`src/rtl/mspi_pkg.sv`:
```
package mspi_pkg;
  localparam int NUM_CH   = 4;
  localparam int CH_BITS  = $clog2(NUM_CH);
  localparam int CFG_W    = 23;
  localparam logic [CFG_W-1:0] CFG_RESET = 23'h060000;

  // status bit positions
  localparam int ST_RXS = 0;
  localparam int ST_TXS = 1;
  localparam int ST_EOT = 2;

  // configuration field positions
  localparam int CF_WL_LO   = 7;
  localparam int CF_MODE_LO = 12;
  localparam int CF_DMA_TX  = 14;
  localparam int CF_DMA_RX  = 15;
  localparam int CF_TURBO   = 19;
  localparam int CF_FORCE   = 20;

  localparam logic [1:0] MODE_RX_ONLY = 2'd1;
  localparam logic [1:0] MODE_TX_ONLY = 2'd2;
  localparam logic [1:0] MODE_BAD     = 2'd3;

  typedef struct packed {
    logic               launch;
    logic               finish;
    logic [CH_BITS-1:0] ch;
  } seqStrobe_t;
endpackage

```
`src/rtl/mspi_chan_dp.sv`:
```
module mspi_chan_dp
  import mspi_pkg::*;
#(
  parameter int DW  = 32,
  parameter int WLW = $clog2(DW) + 1
) (
  input  logic                              clk,
  input  logic                              rstN,
  input  logic                              cfgWrEn,
  input  logic [CH_BITS-1:0]                cfgWrCh,
  input  logic [DW-1:0]                     cfgWrData,
  input  logic                              enWrEn,
  input  logic [CH_BITS-1:0]                enWrCh,
  input  logic                              enWrVal,
  input  logic                              txWrEn,
  input  logic [CH_BITS-1:0]                txWrCh,
  input  logic [DW-1:0]                     txWrData,
  input  logic                              rxRdEn,
  input  logic [CH_BITS-1:0]                rdCh,
  input  logic [DW-1:0]                     shRxWord,
  input  seqStrobe_t                        strobe,
  output logic [NUM_CH-1:0][CFG_W-1:0]      cfgQ,
  output logic [NUM_CH-1:0][2:0]            statQ,
  output logic [NUM_CH-1:0]                 enQ,
  output logic [DW-1:0]                     rxData,
  output logic [DW-1:0]                     cfgData,
  output logic [NUM_CH-1:0]                 cfgBad,
  output logic [NUM_CH-1:0]                 txDmaReq,
  output logic [NUM_CH-1:0]                 rxDmaReq,
  output logic [NUM_CH-1:0]                 txEmptyEvt,
  output logic [NUM_CH-1:0]                 rxFullEvt,
  output logic [DW-1:0]                     shTxWord,
  output logic [WLW-1:0]                    shWordLen
);
  logic [NUM_CH-1:0][DW-1:0] txWordQ;
  logic [NUM_CH-1:0][DW-1:0] rxWordQ;
  logic [1:0] finMode;
  logic       finTurbo;

  assign finMode  = cfgQ[strobe.ch][CF_MODE_LO +: 2];
  assign finTurbo = cfgQ[strobe.ch][CF_TURBO];

  always_ff @(posedge clk or negedge rstN) begin
    if (!rstN) begin
      for (int c = 0; c < NUM_CH; c++) begin
        cfgQ[c]    <= CFG_RESET;
        statQ[c]   <= 3'b010;
        txWordQ[c] <= '0;
        rxWordQ[c] <= '0;
      end
      enQ        <= '0;
      txEmptyEvt <= '0;
      rxFullEvt  <= '0;
      shTxWord   <= '0;
      shWordLen  <= '0;
    end else begin
      txEmptyEvt <= '0;
      rxFullEvt  <= '0;
      if (strobe.launch) begin
        shTxWord  <= txWordQ[strobe.ch];
        shWordLen <= WLW'(cfgQ[strobe.ch][CF_WL_LO +: 5]) + WLW'(1);
      end
      if (strobe.finish) begin
        statQ[strobe.ch][ST_EOT] <= 1'b1;
        statQ[strobe.ch][ST_TXS] <= 1'b1;
        if (finMode != MODE_TX_ONLY) statQ[strobe.ch][ST_RXS] <= 1'b1;
        rxWordQ[strobe.ch]    <= shRxWord;
        txEmptyEvt[strobe.ch] <= (finMode != MODE_RX_ONLY);
        rxFullEvt[strobe.ch]  <= (finMode != MODE_TX_ONLY) && !finTurbo;
      end
      if (cfgWrEn) cfgQ[cfgWrCh] <= cfgWrData[CFG_W-1:0];
      if (enWrEn)  enQ[enWrCh]   <= enWrVal;
      if (txWrEn) begin
        txWordQ[txWrCh]        <= txWrData;
        statQ[txWrCh][ST_TXS]  <= 1'b0;
      end
      if (rxRdEn) statQ[rdCh][ST_RXS] <= 1'b0;
    end
  end

  assign rxData  = rxWordQ[rdCh];
  assign cfgData = DW'(cfgQ[rdCh]);

  for (genvar c = 0; c < NUM_CH; c++) begin : g_flags
    logic [1:0] mode;
    assign mode        = cfgQ[c][CF_MODE_LO +: 2];
    assign cfgBad[c]   = (cfgQ[c][CF_WL_LO +: 5] < 5'd3) || (mode == MODE_BAD);
    assign txDmaReq[c] = enQ[c] && cfgQ[c][CF_DMA_TX] && statQ[c][ST_TXS] && (mode != MODE_RX_ONLY);
    assign rxDmaReq[c] = enQ[c] && cfgQ[c][CF_DMA_RX] && statQ[c][ST_RXS] && (mode != MODE_TX_ONLY);
  end
endmodule

```
`src/rtl/mspi_chan_ctl.sv`:
```
module mspi_chan_ctl
  import mspi_pkg::*;
(
  input  logic                          clk,
  input  logic                          rstN,
  input  logic                          singleMode,
  input  logic [NUM_CH-1:0][CFG_W-1:0]  cfgQ,
  input  logic [NUM_CH-1:0][2:0]        statQ,
  input  logic [NUM_CH-1:0]             enQ,
  input  logic                          enWrEn,
  input  logic [CH_BITS-1:0]            enWrCh,
  input  logic                          enWrVal,
  input  logic                          txWrEn,
  input  logic [CH_BITS-1:0]            txWrCh,
  input  logic                          rxRdEn,
  input  logic [CH_BITS-1:0]            rdCh,
  input  logic                          shDone,
  output seqStrobe_t                    strobe,
  output logic                          shStart,
  output logic [CH_BITS-1:0]            shCh
);
  logic [NUM_CH-1:0] trig, pendQ, ready, cand, pickOh;
  logic [CH_BITS-1:0] pickIdx;
  logic busyQ, launch, finish;

  always_comb begin
    trig = '0;
    if (txWrEn) trig[txWrCh] = 1'b1;
    if (rxRdEn) trig[rdCh]   = 1'b1;
    if (enWrEn && enWrVal && !enQ[enWrCh]) trig[enWrCh] = 1'b1;
  end

  for (genvar c = 0; c < NUM_CH; c++) begin : g_ready
    logic [1:0] mode;
    assign mode = cfgQ[c][CF_MODE_LO +: 2];
    assign ready[c] = enQ[c]
                   && ((mode == MODE_RX_ONLY) || !statQ[c][ST_TXS])
                   && ((mode == MODE_TX_ONLY) || cfgQ[c][CF_TURBO] || !statQ[c][ST_RXS])
                   && (!singleMode || cfgQ[c][CF_FORCE]);
  end

  assign cand = pendQ & ready;

  always_comb begin
    pickIdx = '0;
    for (int c = NUM_CH - 1; c >= 0; c--)
      if (cand[c]) pickIdx = CH_BITS'(c);
  end

  assign launch = !busyQ && (|cand);
  assign finish = busyQ && shDone;
  assign pickOh = launch ? (NUM_CH'(1) << pickIdx) : '0;

  always_ff @(posedge clk or negedge rstN) begin
    if (!rstN) begin
      pendQ   <= '0;
      busyQ   <= 1'b0;
      shStart <= 1'b0;
      shCh    <= '0;
    end else begin
      shStart <= launch;
      if (launch) shCh <= pickIdx;
      if (busyQ) pendQ <= pendQ | trig;
      else       pendQ <= (cand & ~pickOh) | trig;
      if (launch)      busyQ <= 1'b1;
      else if (finish) busyQ <= 1'b0;
    end
  end

  assign strobe.launch = launch;
  assign strobe.finish = finish;
  assign strobe.ch     = launch ? pickIdx : shCh;
endmodule

```
`src/rtl/mspi_chan_regs.sv`:
```
module mspi_chan_regs
  import mspi_pkg::*;
#(
  parameter int DW  = 32,
  parameter int WLW = $clog2(DW) + 1
) (
  input  logic                  clk,
  input  logic                  rstN,
  input  logic                  singleMode,
  input  logic                  cfgWrEn,
  input  logic [CH_BITS-1:0]    cfgWrCh,
  input  logic [DW-1:0]         cfgWrData,
  input  logic                  enWrEn,
  input  logic [CH_BITS-1:0]    enWrCh,
  input  logic                  enWrVal,
  input  logic                  txWrEn,
  input  logic [CH_BITS-1:0]    txWrCh,
  input  logic [DW-1:0]         txWrData,
  input  logic                  rxRdEn,
  input  logic [CH_BITS-1:0]    rdCh,
  output logic [DW-1:0]         rxData,
  output logic [DW-1:0]         cfgData,
  output logic [3*NUM_CH-1:0]   statusFlat,
  output logic [NUM_CH-1:0]     cfgBad,
  output logic [NUM_CH-1:0]     txDmaReq,
  output logic [NUM_CH-1:0]     rxDmaReq,
  output logic [NUM_CH-1:0]     txEmptyEvt,
  output logic [NUM_CH-1:0]     rxFullEvt,
  output logic                  shStart,
  output logic [CH_BITS-1:0]    shCh,
  output logic [DW-1:0]         shTxWord,
  output logic [WLW-1:0]        shWordLen,
  input  logic                  shDone,
  input  logic [DW-1:0]         shRxWord
);
  seqStrobe_t strobe;
  logic [NUM_CH-1:0][CFG_W-1:0] cfgQ;
  logic [NUM_CH-1:0][2:0]       statQ;
  logic [NUM_CH-1:0]            enQ;

  assign statusFlat = statQ;

  mspi_chan_ctl u_ctl (
    .clk(clk), .rstN(rstN), .singleMode(singleMode),
    .cfgQ(cfgQ), .statQ(statQ), .enQ(enQ),
    .enWrEn(enWrEn), .enWrCh(enWrCh), .enWrVal(enWrVal),
    .txWrEn(txWrEn), .txWrCh(txWrCh), .rxRdEn(rxRdEn), .rdCh(rdCh),
    .shDone(shDone), .strobe(strobe), .shStart(shStart), .shCh(shCh)
  );

  mspi_chan_dp #(.DW(DW), .WLW(WLW)) u_dp (
    .clk(clk), .rstN(rstN),
    .cfgWrEn(cfgWrEn), .cfgWrCh(cfgWrCh), .cfgWrData(cfgWrData),
    .enWrEn(enWrEn), .enWrCh(enWrCh), .enWrVal(enWrVal),
    .txWrEn(txWrEn), .txWrCh(txWrCh), .txWrData(txWrData),
    .rxRdEn(rxRdEn), .rdCh(rdCh), .shRxWord(shRxWord), .strobe(strobe),
    .cfgQ(cfgQ), .statQ(statQ), .enQ(enQ),
    .rxData(rxData), .cfgData(cfgData), .cfgBad(cfgBad),
    .txDmaReq(txDmaReq), .rxDmaReq(rxDmaReq),
    .txEmptyEvt(txEmptyEvt), .rxFullEvt(rxFullEvt),
    .shTxWord(shTxWord), .shWordLen(shWordLen)
  );
endmodule

```
`config.mk`:
```
export PLATFORM = sky130hd
export DESIGN_NAME = mspi_chan_regs
export DESIGN_NICKNAME = d
export VERILOG_FILES = /design/src/rtl/mspi_pkg.sv /design/src/rtl/mspi_chan_dp.sv /design/src/rtl/mspi_chan_ctl.sv /design/src/rtl/mspi_chan_regs.sv
export SDC_FILE = /design/constraint.sdc
export NUM_CORES = 1
export LEC_CHECK = 0
export ABC_AREA = 1
export BUFFER_PORTS_ARGS = -buffer_cell sky130_fd_sc_hd__buf_2
export CAP_MARGIN = 20
export CORE_MARGIN = 2
export CORE_UTILIZATION = 35
export CTS_CLUSTER_SIZE = 24
export DETAILED_ROUTE_END_ITERATION = 7
export HOLD_SLACK_MARGIN = 0.02
export SYNTH_ARGS = -nofsm -noshare
export SYNTH_HDL_FRONTEND = slang
export SYNTH_HIERARCHICAL = 1
export SYNTH_SLANG_ARGS = --single-unit
```
`constraint.sdc`:
```
create_clock -name clk -period 2.3 [get_ports clk]
set_clock_uncertainty 0.2 [all_clocks]
set_input_delay 0.115 -clock clk [delete_from_list [all_inputs] [get_ports clk]]
set_output_delay 0.115 -clock clk [all_outputs]
set_load 0.01 [all_outputs]
```
; Yosys cells after proc, flatten, opt, wreduce, memory -nomap -nowiden
; Cells that the tools add are included.
[totals]
in_bits = 113
ff_bits = 418
wordCells = 215
[classes]
n_eq_ne = 22
order_cmp = 14
n_bitwise = 16
reduce_logical = 80
mux = 56
add_sub_neg = 1
shifts = 1
[ops]
columns = cell, n
row1 = $bwmux W128, 2
row2 = $bmux W32 S2, 2
row3 = $demux W32 S2, 2
row4 = $mux W32, 4
row5 = $bmux W23 S2, 2
row6 = $bwmux W92, 1
row7 = $mux W12, 4
row8 = $demux W23 S2, 1
row9 = $logic_and A1 B1 Y1, 46
row10 = $mux W23, 2
row11 = $or A12 B12 Y12, 3
row12 = $demux W3 S2, 5
row13 = $mux W4, 7
row14 = $and A12 B12 Y12, 2
row15 = $not A12 Y12, 2
row16 = $logic_or A1 B1 Y1, 20
row17 = $lt A5 B2 Y1 const B, 4
row18 = $mux W20, 1
row19 = $and A4 B4 Y4, 4
row20 = $eq A2 B2 Y1 const B, 8
row21 = $or A4 B4 Y4, 4
row22 = $lt A2 B3 Y1 const B, 5
row23 = $mux W2, 7
row24 = $logic_not A1 Y1, 12
row25 = other kinds (14), 40

; Longest topological paths before layout
; Gate-level depths: netlist of run 1.
[depth]
word_depth = 24
ltp_mapped = 22

; Modules after synthesis
; Netlist of run 1, hierarchy kept.
[by_module_without_submodules]
columns = mod, cells_each, n_inst, area_per_inst_um2
row1 = mspi_chan_dp, 1943, 1, 17699.5
row2 = mspi_chan_ctl, 115, 1, 716.9

; Worst setup path after synthesis of run 1
; Ideal clock, no wire load.
[synth_path]
kind = register -> register
startpoint = register u_dp/statQ[7] (netlist bit)
endpoint = register u_dp.shWordLen[4]
path_slack_ns = -0.132
arrival_ns = 2.114
synth_period_minus_slack_ns = 2.432
path_buffers = 2
stages_incl_launch_ff = 21
path_cell_list = dfstp_2 > o21ai_1 > nand3_2 > nand2_2 > nand2_2 > nand2_4 > inv_2 > nand2_2 > nand2_1 > buf_6 > buf_6 > nand2_1 > nand2_1 > nand2_1 > nand2_1 > ha_1 > inv_1 > nor2_1 > nand3_1 > nand3_1 > nand2_1
[synth_rtl]
columns = element, line
row1 = from (decl), mspi_chan_dp.sv:23  ; output logic [NUM_CH-1:0][2:0] statQ,
row2 = "from (signal, indexed assignment)", mspi_chan_dp.sv:47  ; statQ[c] <= 3'b010;
row3 = "from (signal, indexed assignment)", mspi_chan_dp.sv:64  ; statQ[strobe.ch][ST_EOT] <= 1'b1;
row4 = "from (signal, indexed assignment)", mspi_chan_dp.sv:65  ; statQ[strobe.ch][ST_TXS] <= 1'b1;
row5 = to (signal assigned), mspi_chan_dp.sv:61  ; shWordLen <= WLW'(cfgQ[strobe.ch][CF_WL_LO +: 5]) + WLW'(1);
row6 = to (decl), mspi_chan_dp.sv:33  ; output logic [WLW-1:0] shWordLen

==> impl_metrics.csv, run 1 <==
group,metric,value,unit
outcome,run_status,"finished with violations",
outcome,violated_checks,"negative setup slack",
hold_path,holdPathStages,4,
flow_run,drv_cap,0,
setup_path,cp_max_fo,6,
logic_synthesis,postSynthCellCount,2058,
setup_path,timing.critical_path.buf_inv,4,
die,dieArea,0.05447,mm^2
sta,min_period,2.481,ns
placed_design,io_buffers,231,
power_and_ir_drop,worst_ir_drop_vdd,0.5486,mV
setup_path,cp.arrival,2.72,ns
logic_synthesis,synth.largest_area_cell,"dfrtp_1",
power_and_ir_drop,power.density_cell_area,1125,mW/mm^2
logic_synthesis,synth_edf_count,0,
power_and_ir_drop,clkPwrFrac,0.262,
cells_and_area,area_delta_synth_final,34.38,%
logic_synthesis,yosys.cell_types.count,39,
die,std_cell_rows,84,
hold_path,worstHoldStart,"rdCh[1]",
detailed_routing,wire_per_inst,19.01,um
detailed_routing,route.detailed.vias_per_inst,5.162,
die,core-area,0.05234,mm^2
sta,timing.fmax,403.0,MHz
global_route,first_global_vias,15718,
clock_tree,cts_max_path_buffers,3,
detailed_routing,route.vias.total,16544,
clock_tree,clk_pin_slew_worst_paths,0.06,ns
die,floorplan.initialDensity,0.3519,
setup_path,critical-path-slowest-cell,"dfrtp_1",
sta,setup-violations-final,153,
clock_tree,tritoncts.num_buffers,46,
detailed_routing,drt_iter0_markers,1644,
setup_path,cp_data_required_time,2.54,ns
hold_path,worstHoldEndpoint,"u_dp/statQ[9]$_DFF_PN0_",
clock_tree,clock_tree_from_tritoncts,"done",
clock_tree,cts.htree.levels,2,
die,die-width,233.4,um
logic_synthesis,yosysMostFrequentCell,"nand2_1",
clock_tree,cts.root.buffer_cell,"clkbuf_16",
detailed_routing,drcViolationCount,0,
setup_path,peak_per_stage_delay_on_the_critical_path,0.42,ns
logic_synthesis,synthArstFlopShare,1.000,
placed_design,placed_cells_incl_taps,2960,
logic_synthesis,synth_top_flop_cell,"dfrtp_1",
setup_path,setup.reg_to_reg.worst_slack,-0.18,ns
logic_synthesis,synth_largest_type_area_fraction,0.5517,
logic_synthesis,syn_area_per_cell,8.949,um^2
detailed_routing,antenna_left,0,
logic_synthesis,sequential_area_share_after_synthesis,0.5688,
logic_synthesis,post_synthesis_sequential_element_count,418,
logic_synthesis,post_synth_most_frequent_cells,"nand2_1 (544), dfrtp_1 (406), o21ai_0 (269)",
global_route,grt_pass1_wl,90180,um
hold_path,hold_path.class,"primary input to flop",
global_route,grt_usage,0.2114,
placed_design,place_congestion,0.9032,
logic_synthesis,synth_area_leaders,"dfrtp_1 (55%), nand2_1 (11%), o21ai_0 (7.3%)",
placed_design,dp_hpwl,36890,um
power_and_ir_drop,internal-power,17.98,mW
global_route,grt_antenna_before_repair,2,
cells_and_area,finalNetCount,2590,
power_and_ir_drop,leakagePower,11.84,nW
clock_tree,clock_insertion_delay_worst_skew,0.59,ns
sta,fin_ws,-0.1815,ns
setup_path,cp_common_cell,"nand2_4",
sta,max_slew.worst_pin.slew,0.9379,ns
detailed_routing,finalWirelength,60940,um
detailed_routing,drt-pass1-iter-count,7,
sta,slew_violations,0,
setup_path,crit_chain,"o21ai_2 -> nand3_2 -> nand2_2 -> nand2_4 -> nand2_4 -> inv_2 -> nand2_2 -> nand2_4 -> buf_12 -> nor2_4 -> buf_6 -> buf_6 -> nand2_4 -> nand3_4 -> nand2_4 -> nand2_2 -> nor2_1",
cells_and_area,final_core_utilization,0.4728,
power_and_ir_drop,total_switching_power,9.860,mW
die,dieHeight,233.4,um
power_and_ir_drop,share_seq_of_total_power,0.385,
logic_synthesis,netlist_area,0.01842,mm^2
setup_path,timing.critical_path.from_type,"flop",
sta,grt_setup_unrepaired,"true",
cells_and_area,final_layout_size_suffix_gt1_frac,0.2502,
cells_and_area,stdcell_count,3205,
global_route,grt_max_degree,99,
logic_synthesis,synth-warning-count,6,
power_and_ir_drop,p_comb_frac,0.353,
setup_path,worst_r2r_path_depth,17,
die,num_io_pins,250,
setup_path,critical_path_launch_point,"u_dp/cfgQ[59]$_DFFE_PN0P_",
clock_tree,number_of_clock_sinks,418,
sta,relSlewSlack,0.3748,
setup_path,r2r_start,"u_dp/cfgQ[59]$_DFFE_PN0P_",
sta,final_min_period_over_clock_period,1.079,
setup_path,criticalPathCategory,"flop to flop",
sta,timing.final.hold_violations,0,
setup_path,worstReg2RegEnd,"u_dp/rxFullEvt[0]$_DFF_PN0_",
global_route,grt_overflow_total,0,
setup_path,setup.worst_path.end_class,"flop",
setup_path,worst_path_dominant_cell_family,"simple AND/OR/NAND/NOR gates",
power_and_ir_drop,switching_fraction,0.3541,
-- power groups by stage --
stage	sequential (mW)	clock (mW)	combinational (mW)
6_report	10.7	7.30	9.82
5_1_grt	10.9	7.78	10.7
4_1_cts	10.7	7.46	8.38
3_5_place_dp	10.8	0	7.81
3_3_place_gp	10.7	0	7.64
2_1_floorplan	10.7	0	4.43
-- how the worst max path moves through the flow --
stage / cells after the start / slack, ns / endpoint
2_1_floorplan: 20 / -0.02 / u_dp/shWordLen[4]$_DFFE_PN0P_
3_3_place_gp: 21 / -0.12 / u_dp/shWordLen[4]$_DFFE_PN0P_
3_5_place_dp: 15 / -0.15 / u_dp/shTxWord[24]$_DFFE_PN0P_
4_1_cts: 16 / -0.11 / u_dp/shTxWord[24]$_DFFE_PN0P_
5_1_grt: 17 / -0.32 / u_dp/rxWordQ[6]$_DFFE_PN0P_
6_report: 17 / -0.18 / u_dp/rxFullEvt[0]$_DFF_PN0_
-- stage by stage --
stage	instance area (um^2)	total power [mW]	hold slack (ns)	TNS (ns)	setup WS, ns
2_1_floorplan	18480	15.16	-0.3806	-0.01503	-0.01503
3_3_place_gp	20880	18.31	-0.04332	-4.031	-0.1181
3_5_place_dp	20880	18.57	-0.03607	-9.630	-0.1533
4_1_cts	23840	26.50	0.02593	-4.023	-0.1065
5_1_grt	24750	29.41	0.08799	-37.17	-0.3190
6_report	24750	27.84	0.08216	-13.71	-0.1815
-- layout make-up --
class / instances / area, um^2
fillers: 4877 / 27590
flip-flops and latches: 418 / 10480
multi-input cells: 1340 / 7036
repair buffers: 498 / 4182
clock buffers: 70 / 1333
well taps: 688 / 860.8
inverters: 172 / 700.7
clock inverters: 16 / 155.1
diodes: 3 / 7.507
-- cell usage in the layout (no fill, tap or decap), types with 24 or more instances in the layout --
cell	n
a22oi_1	66
buf_12	25
buf_2	228
buf_4	88
clkbuf_16	61
dfrtp_1	406
dlygate4sd3_1	119
inv_1	145
nand2_1	518
nand2_2	24
nand3_1	176
nor2_1	43
o21ai_0	246
o21ai_1	89
o21ai_2	32
-- flip-flops by register name, summed over array words and instances, names as in the netlist, 4 cells and up --
signal / flops
u_dp/rxWordQ: 128
u_dp/txWordQ: 128
u_dp/shWordLen: 6
u_dp/statQ: 12
u_dp/cfgQ: 92
u_dp/shTxWord: 32
u_dp/txEmptyEvt: 4
u_dp/enQ: 4
u_dp/rxFullEvt: 4
u_ctl/pendQ: 4
-- worst min-delay path: cells and delay by family --
| family | cells | cell delay, ns |
|---|---|---|
| AO/OA/AOI/OAI | 1 | 0.05 |
| buffers and inverters | 1 | 0.17 |
| AND/OR/NAND/NOR | 2 | 0.49 |
-- cell families (layout without fill, tap and decap cells) --
| kind of cell | Yosys count | count (layout) | share of synthesized area |
|---|---|---|---|
| AO/OA/AOI/OAI | 514 | 514 | 0.1641 |
| buffers and inverters | 308 | 756 | 0.07813 |
| other | 1 | 12 | 0.0002036 |
| flip-flops | 418 | 418 | 0.5688 |
| AND/OR/NAND/NOR | 816 | 816 | 0.1881 |
| adder cells (fa/ha/maj) | 1 | 1 | 0.0006793 |
-- metal layers --
metal  wire length, um  up-vias  global-route usage
li1                  -     7706                   -
met1             27120     8117              0.2957
met2             27710      615              0.3302
met3              4312      106             0.03992
met4              1801        0             0.07002
met5                 0        -                   0
-- repair_timing --
item | CTS | global route
endpoints found under the hold margin | 772 | 0
hold buffers | 119 | 0
gates cloned | 1 | 17
resized for setup | 62 | 112
setup endpoints to repair | 185 | 196
pin swaps | 9 | 35
setup buffers | 5 | 15
(Power assumes the default switching activity.)
==> inputs of run 2 (changes only) <==
Clock period 2.3 ns to 2.6 ns, I/O delays scaled along.
==> run 2 against run 1 <==
Net effect: the flow now finishes without violations; first-iteration DRC count is 16% lower; via count down 3.4%; clock power down 9.6%; maximum frequency decreased by 2.6%.
==> impl_metrics.csv, run 2 (same netlist as run 1, synthesis figures left out) <==
group,metric,value,unit
flow_run,drv_cap,0,
sta,setup-violations-final,0,
power_and_ir_drop,leakagePower,11.41,nW
die,dieArea,0.05447,mm^2
cells_and_area,fillerInstances,5053,
detailed_routing,route.vias.total,15989,
global_route,grt_antenna_before_repair,0,
cells_and_area,final_layout_size_suffix_gt1_frac,0.2109,
clock_tree,clk_pin_slew_worst_paths,0.06,ns
setup_path,timing.critical_path.from_type,"flop",
sta,min_period,2.547,ns
clock_tree,clock_tree_from_tritoncts,"done",
detailed_routing,finalWirelength,55060,um
die,dieHeight,233.4,um
detailed_routing,drcViolationCount,0,
cells_and_area,final_cell_mix,"nand2_1 (536), dfrtp_1 (405), o21ai_0 (268)",
cells_and_area,mostFrequentLayoutCell,"nand2_1",
sta,timing.fmax,392.6,MHz
detailed_routing,wire_per_inst,17.48,um
global_route,grt_max_degree,91,
cells_and_area,antennaDiodeCount,0,
detailed_routing,drt-pass1-iter-count,6,
sta,slew_violations,0,
sta,final_min_period_over_clock_period,0.9797,
cells_and_area,area_delta_synth_final,28.36,%
cells_and_area,multiInputGateArea,0.006704,mm^2
sta,relSlewSlack,0.5362,
placed_design,place_congestion,0.9013,
sta,timing.final.hold_violations,0,
global_route,grt_pass1_wl,86130,um
hold_path,hold_path.class,"primary input to flop",
clock_tree,clock_insertion_delay_worst_skew,0.58,ns
setup_path,cp_data_required_time,2.88,ns
clock_tree,cts.htree.levels,2,
clock_tree,cts.root.buffer_cell,"clkbuf_16",
die,std_cell_rows,84,
clock_tree,cts_max_path_buffers,3,
clock_tree,number_of_clock_sinks,418,
detailed_routing,antenna_left,0,
power_and_ir_drop,total_power,23.17,mW
sta,whs,0.1753,ns
outcome,run_status,"completed",
setup_path,cp_max_fo,32,
setup_path,criticalPathCategory,"flop to flop",
die,floorplan.initialDensity,0.3519,
placed_design,dp_hpwl,34510,um
detailed_routing,route.detailed.vias_per_inst,5.077,
die,core-area,0.05234,mm^2
setup_path,cp.arrival,2.82,ns
power_and_ir_drop,worst_ir_drop_vdd,0.6412,mV
global_route,first_global_vias,15633,
power_and_ir_drop,power.density_cell_area,980.1,mW/mm^2
global_route,grt_overflow_total,0,
die,die-width,233.4,um
setup_path,setup.worst_path.end_class,"flop",
global_route,grt_usage,0.2000,
clock_tree,tritoncts.num_buffers,48,
die,num_io_pins,250,
sta,max_slew.worst_pin.slew,0.6957,ns
detailed_routing,drt_iter0_markers,1387,
cells_and_area,sequential_cell_area,0.01048,mm^2
sta,grt_setup_unrepaired,"true",
cells_and_area,finalNetCount,2536,
placed_design,io_buffers,231,
cells_and_area,top_regs,"u_dp/rxWordQ x128, u_dp/txWordQ x128, u_dp/cfgQ x92",
run 2: cell types whose count changed in the layout (fill, tap and decap cells not counted), sizes merged:
cell	change
clkbuf	-8
clkinvlp	-2
clkinv	+1
diode	-3
bufinv	-1
buf	-40
dlygate4sd3	-3
run 2: metrics by stage:
| step | cell area (um^2) | setup TNS (ns) | std cells | setup WS, ns | utilization |
|---|---|---|---|---|---|
| 3_5_place_dp | 20560 | 0 | 2925 | 0.03349 | 0.3928 |
| 6_report | 23640 | 0 | 3149 | 0.05288 | 0.4517 |
| 2_1_floorplan | 18450 | 0 | 2066 | 0.1678 | - |
| 4_1_cts | 23270 | 0 | 3130 | 0.002657 | 0.4445 |
| 3_3_place_gp | 20560 | 0 | 2925 | 0.02203 | 0.3928 |
| 5_1_grt | 23640 | -1.628 | 3149 | -0.06662 | 0.4517 |
run 2: final cells by class:
type	instances	area share
inverter	172	0.02784
multi-input combinational	1340	0.2836
tap	688	0.03641
clock inverter	14	0.004763
clock buffer	75	0.06071
timing repair buffer	442	0.1435
sequential	418	0.4432
run 2: critical path, cell delays in order (launching register included):
cell	delay (ns)
dfrtp_1	0.39
nand2_1	0.08
a21oi_2	0.12
nand3_2	0.13
nand2_2	0.13
nand2_4	0.07
nand2_4	0.09
inv_2	0.04
nand2_2	0.07
nand2_4	0.05
buf_12	0.14
buf_4	0.15
nor2_4	0.19
buf_12	0.26
nand2_1	0.08
a41oi_1	0.22
run 2: layer usage:
layer | global-route usage | up-vias | routed length (um)
met4 | 0.05854 | 0 | 1380
met5 | 0 | - | 0
li1 | - | 7592 | -
met3 | 0.03943 | 93 | 3840
met1 | 0.2738 | 7762 | 24070
met2 | 0.3221 | 542 | 25770
run 2: worst paths after layout:
kind | slack (ns) | endpoint | startpoint | cells past startpoint
worst max register to register | 0.05 | u_dp/shTxWord[25]$_DFFE_PN0P_ | u_dp/enQ[3]$_DFFE_PN0P_ | 15
worst min register to register | 0.27 | u_dp/statQ[8]$_DFFE_PN0P_ | u_dp/statQ[8]$_DFFE_PN0P_ | 1
max in group asynchronous | 0.92 | u_dp/statQ[4]$_DFF_PN1_ | rstN | 4
worst min-delay path | 0.18 | u_dp/txWordQ[77]$_DFFE_PN0P_ | txWrData[13] | 4
worst max-delay path | 0.05 | u_dp/shTxWord[25]$_DFFE_PN0P_ | u_dp/enQ[3]$_DFFE_PN0P_ | 15
min in group asynchronous | 0.50 | u_dp/rxWordQ[117]$_DFFE_PN0P_ | rstN | 3
run 2: power by group:
group	total, mW	switching (mW)	leakage [nW]	internal (mW)
Combinational	7.10	4.25	5.40	2.85
Sequential	9.47	1.08	5.25	8.40
Clock	6.60	2.71	0.764	3.89
Total	23.2	8.03	11.4	15.1
run 2: what timing repair did:
item | in CTS | in global routing
setup buffers | 0 | 17
hold buffers | 116 | 0
resized for setup | 0 | 47
endpoints found under the setup margin | 0 | 178
endpoints found under the hold margin | 770 | 0
==> inputs of run 3 (changes only) <==
Settings changed: PLACE_DENSITY from default to 0.62.
==> run 3 against run 2 <==
Net effect: combinational power is 12% higher; design area is 2.4% higher; global-route usage is 0.20 points higher; via count is 1.6% higher; setup slack worse by 0.014 ns; die area stayed put; largest cell class unchanged; highest routed layer unchanged.
==> impl_metrics.csv, run 3 (same netlist as run 1, synthesis figures left out) <==
group,metric,value,unit
setup_path,cp_data_required_time,2.80,ns
cells_and_area,stdcell_count,3162,
sta,relSlewSlack,0.4000,
die,num_io_pins,250,
setup_path,worst_path_dominant_cell_family,"simple AND/OR/NAND/NOR gates",
detailed_routing,drt-pass1-iter-count,8,
setup_path,timing.critical_path.depth,14,
global_route,grt_pass1_wl,86090,um
global_route,grt_usage,0.2021,
placed_design,io_buffers,231,
placed_design,dp_hpwl,34600,um
die,dieArea,0.05447,mm^2
power_and_ir_drop,switching_fraction,0.3498,
die,std_cell_rows,84,
global_route,grt_antenna_before_repair,2,
cells_and_area,final_core_utilization,0.4624,
detailed_routing,antenna_left,0,
sta,fin_setup_tns,0,ns
setup_path,cp_common_cell,"nand2_4",
die,floorplan.initialDensity,0.3519,
setup_path,critical-path-slowest-cell,"dfrtp_2",
power_and_ir_drop,worst_ir_drop_vdd,0.4947,mV
setup_path,cp.arrival,2.76,ns
setup_path,crit_chain,"o21ai_2 -> nand3_2 -> nand2_2 -> nand2_4 -> nand2_4 -> nand3_1 -> nand2_4 -> buf_12 -> nor2_4 -> buf_8 -> buf_16 -> buf_12 -> a22oi_2 -> a41oi_2",
power_and_ir_drop,internal-power,15.56,mW
clock_tree,clk_pin_slew_worst_paths,0.06,ns
setup_path,setup.worst_path.end_class,"flop",
die,die-width,233.4,um
setup_path,timing.critical_path.buf_inv,4,
setup_path,timing.critical_path.from_type,"flop",
power_and_ir_drop,p_comb_frac,0.333,
detailed_routing,drcViolationCount,0,
detailed_routing,drt-met1-wl,25670,um
sta,setup-violations-final,0,
clock_tree,clock_insertion_delay_worst_skew,0.58,ns
die,dieHeight,233.4,um
sta,final_min_period_over_clock_period,0.9849,
setup_path,criticalPathCategory,"flop to flop",
setup_path,peak_per_stage_delay_on_the_critical_path,0.43,ns
setup_path,cp_max_fo,8,
detailed_routing,wire_per_inst,18.39,um
cells_and_area,area_delta_synth_final,31.42,%
global_route,grt_overflow_total,0,
global_route,grt_max_degree,79,
clock_tree,cts_max_path_buffers,3,
sta,timing.fmax,390.5,MHz
clock_tree,number_of_clock_sinks,418,
cells_and_area,mostFrequentLayoutCell,"nand2_1",
cells_and_area,final_layout_size_suffix_gt1_frac,0.2270,
sta,timing.final.hold_violations,0,
clock_tree,cts.root.buffer_cell,"clkbuf_16",
cells_and_area,finalNetCount,2552,
hold_path,holdPathStages,4,
sta,max_slew.worst_pin.slew,0.9000,ns
sta,min_period,2.561,ns
detailed_routing,route.vias.total,16237,
sta,slew_violations,0,
detailed_routing,finalWirelength,58160,um
clock_tree,tritoncts.num_buffers,46,
cells_and_area,final_cell_mix,"nand2_1 (524), dfrtp_1 (405), o21ai_0 (262)",
detailed_routing,drt_iter0_markers,1383,
detailed_routing,wl_met2,27020,um
sta,grt_setup_unrepaired,"true",
clock_tree,clock_tree_from_tritoncts,"done",
flow_run,drv_cap,0,
power_and_ir_drop,clkPwrFrac,0.269,
power_and_ir_drop,share_seq_of_total_power,0.397,
global_route,first_global_vias,15532,
placed_design,placed_cells_incl_taps,2926,
hold_path,hold_path.class,"primary input to flop",
power_and_ir_drop,power.density_cell_area,988.5,mW/mm^2
detailed_routing,highest_layer,"met4",
setup_path,worst_r2r_path_depth,14,
placed_design,place_congestion,0.9154,
power_and_ir_drop,leakagePower,11.61,nW
cells_and_area,fillerInstances,4952,
clock_tree,cts.htree.levels,2,
power_and_ir_drop,total_switching_power,8.368,mW
cells_and_area,top_regs,"u_dp/rxWordQ x128, u_dp/txWordQ x128, u_dp/cfgQ x92",
detailed_routing,route.detailed.vias_per_inst,5.135,
die,core-area,0.05234,mm^2
detailed_routing,amount_of_wire_on_met3_after_detailed_routing,3611,um
outcome,run_status,"completed",
## run 3: cell count changes in the layout (fill, tap and decap cells not counted), sizes merged
cell         before  now
dlygate4sd3     116  123
bufinv            1    2
clkinvlp          1    2
buf             325  328
diode             0    3
clkbuf           76   78
clkinv           14   10
## run 3: repair_timing
item | 4_1_cts | 5_1_grt
hold buffers | 124 | 0
gates resized for setup | 0 | 113
endpoints found under the hold margin | 770 | 0
pin swaps | 2 | 41
setup buffers | 3 | 12
setup endpoints to repair | 1 | 186
gates cloned | 0 | 12
## run 3: path summary, 6_finish.rpt
path	startpoint	end	slack, ns
min	rdCh[1]	u_dp/statQ[9]$_DFF_PN0_	0.08
min in group asynchronous	rstN	u_dp/txWordQ[24]$_DFFE_PN0P_	0.53
max	u_dp/cfgQ[82]$_DFFE_PN0P_	u_dp/shTxWord[0]$_DFFE_PN0P_	0.04
min reg2reg	u_dp/statQ[8]$_DFFE_PN0P_	u_dp/statQ[8]$_DFFE_PN0P_	0.27
max in group asynchronous	rstN	u_dp/statQ[1]$_DFF_PN1_	1.02
max reg2reg	u_dp/cfgQ[82]$_DFFE_PN0P_	u_dp/shTxWord[0]$_DFFE_PN0P_	0.04
## run 3: layer usage
metal,track usage,vias to the layer above
li1,-,7618
met1,0.2782,7966
met2,0.3195,545
met3,0.03650,108
met4,0.07219,0
met5,0,-
## run 3: area by class of cell
type | instances | area, um^2 | area share
Antenna cell | 3 | 7.507 | 0.0003102
Clock buffer | 69 | 1369 | 0.05656
Clock inverter | 12 | 122.6 | 0.005066
Inverter | 172 | 683.2 | 0.02823
Multi-Input combinational cell | 1340 | 6890 | 0.2847
Sequential cell | 418 | 10480 | 0.4329
Tap cell | 688 | 860.8 | 0.03557
Timing Repair Buffer | 460 | 3792 | 0.1567
## run 3: power groups by stage
stage | Clock (mW) | Combinational, mW | Sequential, mW
global route | 6.87 | 8.75 | 9.72
global placement | 0 | 6.43 | 9.45
finish | 6.44 | 7.98 | 9.50
detailed placement | 0 | 6.57 | 9.53
floorplan | 0 | 3.88 | 9.49
CTS | 6.61 | 6.81 | 9.45
## run 3: worst register-to-register path: stages, from the launching register on
cell and delay (ns):
dfrtp_2 0.43, o21ai_2 0.15, nand3_2 0.13, nand2_2 0.13, nand2_4 0.07, nand2_4 0.10, nand3_1 0.12, nand2_4 0.12
buf_12 0.15, nor2_4 0.07, buf_8 0.15, buf_16 0.16, buf_12 0.13, a22oi_2 0.15, a41oi_2 0.11
## run 3: through the flow
stage	hold slack (ns)	area [um^2]	worst slack (ns)	total power [mW]
3_5_place_dp	0.01930	20600	0.02539	16.10
5_1_grt	0.08435	24200	-0.1127	25.34
3_3_place_gp	0.01024	20600	0.02743	15.88
4_1_cts	0.02702	23380	0.003760	22.87
6_report	0.08048	24200	0.03922	23.92
2_1_floorplan	-0.3656	18450	0.1678	13.37
